[src/rtl/alu_pkg.sv]
package alu_pkg;
   localparam int unsigned ALU_DEFAULT_W = 16;

   typedef enum logic {
      CORE_AND = 1'b0,
      CORE_ADD = 1'b1
   } core_op_e;
endpackage

[src/rtl/alu_operand_prep.sv]
module alu_operand_prep #(
   parameter int unsigned W = 16
) (
   input  logic [W-1:0] din,
   input  logic         clear,
   input  logic         flip,
   output logic [W-1:0] dout
);
   logic [W-1:0] cleared;

   // clearing comes first, inversion acts on the cleared value
   assign cleared = clear ? '0 : din;
   assign dout    = cleared ^ {W{flip}};
endmodule

[src/rtl/alu_adder.sv]
module alu_adder #(
   parameter int unsigned W      = 16,
   parameter bit          RIPPLE = 1'b1
) (
   input  logic [W-1:0] a,
   input  logic [W-1:0] b,
   output logic [W-1:0] sum
);
   generate
      if (W < 2) begin : g_bad_width
         $error("alu_adder: W must be at least 2");
      end

      if (RIPPLE) begin : g_ripple
         always_comb begin
            logic cy;
            // bit 0 is a half adder
            sum[0] = a[0] ^ b[0];
            cy     = a[0] & b[0];
            // upper bits are full adders; final carry dropped
            for (int i = 1; i < W; i++) begin
               sum[i] = a[i] ^ b[i] ^ cy;
               cy     = (a[i] & b[i]) | (cy & (a[i] ^ b[i]));
            end
         end
      end else begin : g_behav
         assign sum = a + b;
      end
   endgenerate
endmodule

[src/rtl/alu_flags.sv]
module alu_flags #(
   parameter int unsigned W = 16
) (
   input  logic [W-1:0] value,
   output logic         is_zero,
   output logic         is_neg
);
   assign is_zero = ~|value;
   assign is_neg  = value[W-1];
endmodule

[src/rtl/precond_alu.sv]
module precond_alu
   import alu_pkg::*;
#(
   parameter int unsigned W      = ALU_DEFAULT_W,
   parameter bit          RIPPLE = 1'b1
) (
   input  logic [W-1:0] x_in,
   input  logic [W-1:0] y_in,
   input  logic         zero_x,
   input  logic         inv_x,
   input  logic         zero_y,
   input  logic         inv_y,
   input  logic         fn_add,
   input  logic         inv_out,
   output logic [W-1:0] result,
   output logic         flag_zero,
   output logic         flag_neg
);
   generate
      if (W < 2) begin : g_bad_width
         $error("precond_alu: W must be at least 2");
      end
   endgenerate

   logic [W-1:0] xp, yp, sum_v, core_v;
   core_op_e     op_sel;

   alu_operand_prep #(.W(W)) u_prep_x (
      .din(x_in), .clear(zero_x), .flip(inv_x), .dout(xp)
   );

   alu_operand_prep #(.W(W)) u_prep_y (
      .din(y_in), .clear(zero_y), .flip(inv_y), .dout(yp)
   );

   alu_adder #(.W(W), .RIPPLE(RIPPLE)) u_add (
      .a(xp), .b(yp), .sum(sum_v)
   );

   assign op_sel = core_op_e'(fn_add);

   always_comb begin
      unique case (op_sel)
         CORE_ADD: core_v = sum_v;
         default:  core_v = xp & yp;
      endcase
   end

   assign result = core_v ^ {W{inv_out}};

   alu_flags #(.W(W)) u_flags (
      .value(result), .is_zero(flag_zero), .is_neg(flag_neg)
   );
endmodule

[config.mk]
export PLATFORM = sky130hd
export DESIGN_NAME = precond_alu
export DESIGN_NICKNAME = d
export VERILOG_FILES = /design/src/rtl/alu_pkg.sv /design/src/rtl/alu_operand_prep.sv /design/src/rtl/alu_adder.sv /design/src/rtl/alu_flags.sv /design/src/rtl/precond_alu.sv
export SDC_FILE = /design/constraint.sdc
export NUM_CORES = 1
export LEC_CHECK = 0
export BUFFER_PORTS_ARGS = -buffer_cell sky130_fd_sc_hd__buf_2
export CAP_MARGIN = 20
export CORE_ASPECT_RATIO = 0.75
export CORE_MARGIN = 4
export CORE_UTILIZATION = 49
export DETAILED_ROUTE_END_ITERATION = 6
export PLACE_DENSITY = 0.82
export SYNTH_ARGS = -nofsm -noshare
export SYNTH_HDL_FRONTEND = slang
export SYNTH_SLANG_ARGS = --single-unit
export TNS_END_PERCENT = 10
[constraint.sdc]
create_clock -name vclk -period 8.05
set_clock_uncertainty 0.15 [all_clocks]
set_input_delay 0.4025 -clock vclk [all_inputs]
set_output_delay 0.4025 -clock vclk [all_outputs]
set_load 0.005 [all_outputs]
* Word-level counts from Yosys, hierarchy flattened
Index checks and enable logic that the tools add are counted.
** Storage, ports and cells
- Register bits :: 0
** Cells by class
- Muxes and demuxes :: 3
- Bitwise gates (word level) :: 78
- Reduce and logical (&&, ||, !) cells :: 2
** Operators with widths (number)
- $mux 16 :: 3
- $xor 16x16->16 :: 3
- $xor 1x1->1 :: 31
- $and 1x1->1 :: 29
- $and 16x16->16 :: 1
- $reduce_or 16->1 :: 1
- $or 1x1->1 :: 14
- $logic_not 1->1 :: 1

* Longest topological paths before layout
- Depth after elaboration :: 36
- Gate-level depth with buffers :: 26

* Modules after synthesis
A second synthesis with hierarchy kept.
** Second synthesis, totals
- Cell total of the unflattened synthesis :: 189
- Area, all modules :: 2026.9 um^2
** Modules (own cells, without submodules)
- alu_operand_prep :: times used 2, cells an instance 35, area an instance 432.9 um^2, sequential area each 0.0 um^2
- precond_alu :: times used 1, cells an instance 92, area an instance 784.5 um^2, sequential area each 0.0 um^2
- alu_adder :: times used 1, cells an instance 21, area an instance 335.3 um^2, sequential area each 0.0 um^2
- alu_flags :: times used 1, cells an instance 6, area an instance 41.3 um^2, sequential area each 0.0 um^2

* Worst setup path after synthesis
Ideal clock, no wire load.
- Path kind :: input to output
- From :: input inv_y
- To :: output flag_zero
- Arrival :: 8.149 ns
- Required time :: 7.497 ns
- Setup slack :: -0.652 ns
- Stages :: 26
- Buffers on the path :: 2
- Cells stage by stage :: clkbuf_1 buf_2 xnor2_1 ha_1 fa_1 inv_1 fa_1 fa_1 inv_1 fa_1 fa_1 fa_1 fa_1 fa_1 fa_1 fa_1 fa_1 fa_1 fa_1 inv_1 fa_1 and2_1 or2_1 o31ai_1 o311ai_1 nor4_2
** Between the ends
- Longest elaborated chain between the ends :: 35
- Elaborated cells on any way between the ends :: 80
- Classes of those cells :: mux: 1; bitwise: 77; reduce/logical: 2
** RTL lines
- start: declaration :: RTL line precond_alu.sv:12 : input logic inv_y,
- $xor 16x16->16 (*) :: RTL line alu_operand_prep.sv:13 : assign dout = cleared ^ {W{flip}};
- $and 1x1->1 or $xor 1x1->1 (tied branches) :: RTL line alu_adder.sv:19, alu_adder.sv:22, alu_adder.sv:23
- $and 1x1->1 :: RTL line alu_adder.sv:23 : cy = (a[i] & b[i]) | (cy & (a[i] ^ b[i]));
- $or 1x1->1 :: RTL line alu_adder.sv:23
- $and 1x1->1 :: RTL line alu_adder.sv:23
- $or 1x1->1 :: RTL line alu_adder.sv:23
- $and 1x1->1 :: RTL line alu_adder.sv:23
- $or 1x1->1 :: RTL line alu_adder.sv:23
- (+19 left out)
- $or 1x1->1 :: RTL line alu_adder.sv:23
- $and 1x1->1 :: RTL line alu_adder.sv:23
- $or 1x1->1 :: RTL line alu_adder.sv:23
- $xor 1x1->1 :: RTL line alu_adder.sv:22 : sum[i] = a[i] ^ b[i] ^ cy;
- $mux 16 (*) :: RTL line precond_alu.sv:43 : unique case (op_sel)
- $xor 16x16->16 (*) :: RTL line precond_alu.sv:49 : assign result = core_v ^ {W{inv_out}};
- $reduce_or 16->1 (*) :: RTL line alu_flags.sv:8 : assign is_zero = ~|value;
- $logic_not 1->1 (*) :: RTL line alu_flags.sv:8
- end: declaration :: RTL line precond_alu.sv:16 : output logic flag_zero,
Every way passes the cells marked *; elsewhere a longest branch is shown, timed or not.

* Worst setup path in the final report
- From :: input zero_x
- To :: output flag_zero
** Between the ends
- Longest elaborated chain between the ends :: 36
- Elaborated cells on any way between the ends :: 81
- Classes of those cells :: mux: 2; bitwise: 77; reduce/logical: 2
** RTL lines
- start: declaration :: RTL line precond_alu.sv:9 : input logic zero_x,
- $mux 16 (*) :: RTL line alu_operand_prep.sv:12 : assign cleared = clear ? '0 : din;
- $xor 16x16->16 (*) :: RTL line alu_operand_prep.sv:13
- $and 1x1->1 or $xor 1x1->1 (tied branches) :: RTL line alu_adder.sv:19, alu_adder.sv:22, alu_adder.sv:23
- $and 1x1->1 :: RTL line alu_adder.sv:23
- $or 1x1->1 :: RTL line alu_adder.sv:23
- $and 1x1->1 :: RTL line alu_adder.sv:23
- $or 1x1->1 :: RTL line alu_adder.sv:23
- $and 1x1->1 :: RTL line alu_adder.sv:23
- (+20 left out)
- $or 1x1->1 :: RTL line alu_adder.sv:23
- $and 1x1->1 :: RTL line alu_adder.sv:23
- $or 1x1->1 :: RTL line alu_adder.sv:23
- $xor 1x1->1 :: RTL line alu_adder.sv:22
- $mux 16 (*) :: RTL line precond_alu.sv:43
- $xor 16x16->16 (*) :: RTL line precond_alu.sv:49
- $reduce_or 16->1 (*) :: RTL line alu_flags.sv:8
- $logic_not 1->1 (*) :: RTL line alu_flags.sv:8
Marked as above.

==> results by group <==
Power
  – Leakage: roughly 0.89 nW
  – Max VDD drop: 0.0490 mV
  – Pwr/cell area: approximately 110 nW/µm²

Global routing
  – Pin count of the biggest net entering global routing: 33
  – Met1 Resource Use GR: 26.7%
  – GRT Total Usage: 18.8%
  – Busiest grt layer: met2
  – Grt met2 use: 32.4%
  – Initial antenna violation count: 0
  – Grt ovf: 0
  – M3 GR Usage: 1.04%
  – Via count of the first global-routing pass: ~1,500
  – First-pass GRT wire length: ~6600 µm

STA
  – Final setup violation count: 0
  – Slew Viols, Final: 0
  – Setup TNS: 0 ps
  – Min Hold Slack: 1290 ps
  – Minimum clock period: around 7800 ps
  – RSZ-0062 raised after global routing: no
  – Fin crit share: a little over nine tenths
  – Worst-Margin Slew: approximately 630 ps
  – Slew HR: between 50% and 60%
  – Final-report hold violation count: 0
  – Highest Clock Rate: 128 MHz

Synth
  – Mapped Nets: 254
  – Synth warnings: 0
  – Yosys top cell area share: 25.5%
  – Distinct cell type count of the synthesized netlist: 35
  – Mapped Avg Cell Area: 8.68 µm²
  – Syn Std Cell Area: 1620 µm²
  – Synthesized instance count: 186
  – Largest cells by area after synthesis: xnor2_1 25%, fa_1 17%, nand2b_1 13%, ha_1 12%, mux2i_1 9.3%
  – Seq/Total Area, Yosys: 0%
  – Synth area leader: xnor2_1

Worst setup path
  – WP data required: approximately 7500 ps
  – CP Class: in2out
  – Crit path capture type: output port
  – Critical Path Fanout Max: 2
  – Crit-path max cell delay: 430 ps
  – Critical path origin: zero_x
  – Crit-path most repeated cell: fa_2
  – CP top delay family: adder cells
  – CP arrival: 7240 ps
  – Worst Path Buf+Inv: 5
  – CP Launch Type: input pin
  – CP max stage cell: fa_1
  – Critical path depth: 27

Final layout
  – Final non-filler cell total: 279
  – Number of fillers in the final layout: 263
  – Register Area: 0 µm²
  – Area delta synth->final: 23.7%
  – Most frequent cells in the layout: 56 x buf_2, 47 x xnor2_1, 33 x nand2b_1, 15 x mux2i_1, 15 x ha_1
  – Area of the multi-input gates: 1530 µm²
  – Layout cells sized above 1: 37.8%
  – Commonest non-fill, non-tap cell in the layout: buf_2
  – Nets@finish: 311
  – Sequential cells: 0
  – Clkbuf count: 0
  – Fin area: between 1500 and 2000 µm²
  – Util after Layout: 65.7%
  – Diodes inserted: 0

Placement
  – Final GP Congestion: roughly 0.9
  – Placed insts: 277
  – Placed cell area: 1950 µm²
  – PortBufs: 56
  – Post-DP HPWL: 3320 µm

Worst hold path
  – Hold path start: inv_out
  – Worst min path class: in2out
  – Hold path cells: 3

Routing
  – First-pass DRT Iterations: 4
  – Drt drc: 0
  – Routed vias: about 1,400
  – DR WL/cell: 13.9 µm
  – Drt initial violations: 72
  – Final ANT Viol Nets: 0
  – Via density: 5.02
  – Total Wirelength: 3880 µm

Status
  – Status: finished clean

Floorplan
  – Core Region: 3040 µm²
  – Row cnt: 17
  – Full die area: 4290 µm²
  – I/O pin cnt: 56
  – Die Ht: 57.7 µm
  – Die Span X: 74.3 µm
  – Starting density of the core: 53.1%

Flow run
  – Max_cap viols: 0

Clock network
  – Cts hold-fix bufs: 0
kinds of logic (layout without fill, tap and decap cells):
logic type               after synthesis  after routing  synth area share [%]
buffers and inverters                 25             80                  7.82
XOR/XNOR                              49             49                  26.6
AND/OR/NAND/NOR                       57             57                  22.3
multiplexers                          15             15                  9.29
adder cells (fa/ha/maj)               30             30                  29.7
AO/OA/AOI/OAI                         10             10                  4.26
layer usage:
layer | share of wire (%) | up-vias | routed length (µm)
met1 | 46 | 635 | 1770
met4 | 0.67 | 0 | 26
met2 | 47 | 55 | 1810
li1 | - | 708 | -
met5 | 0 | - | 0
met3 | 7.0 | 2 | 270
final cells by class:
| cell class | count | area share, % |
|---|---|---|
| timing repair buffer | 68 | 18.5 |
| tap | 38 | 2.38 |
| inverter | 12 | 2.32 |
| multi-input combinational | 161 | 76.8 |
Yosys cell counts, drive strengths merged:
cell type   n
a21oi       1
a22oi       1
and2        1
and3        4
buf         8
clkbuf      5
clkinvlp    1
fa         14
ha         16
inv        11
mux2i      15
nand2b     33
nand3       7
nand4       1
nor2        1
nor3        1
nor4        1
o2111ai     1
o211ai      1
o21ai       4
o311ai      1
o31ai       1
or2         1
or3         2
or4         5
xnor2      47
xor2        2
report_power, final:
group	total, W	internal [W]	switching [W]
sequential	0	0	0
clock	0	0	0
combinational	0.000226	0.000113	0.000113
total	0.000226	0.000113	0.000113
metrics by stage:
stage | worst slack [ps] | total power [W]
floorplan | 13.1 | 0.000152
global placement | -206 | 0.000211
detailed placement | -379 | 0.000220
CTS | 16.9 | 0.000224
global route | 39.5 | 0.000253
finish | 257 | 0.000226
worst min-delay path, stage by stage:
cell and delay (ps):
buf_2 310, xnor2_1 220, buf_2 100
final timing paths:
check / endpoint / slack, ps
max: flag_zero / 260
min: result[6] / 1290
repair_timing:
item	4_1_cts	5_1_grt
endpoints found under the hold margin	0	0
pin swaps	5	15
endpoints found under the setup margin	2	1
resized for setup	7	4
setup buffers	0	2
Power figures use the tool's default switching activity.
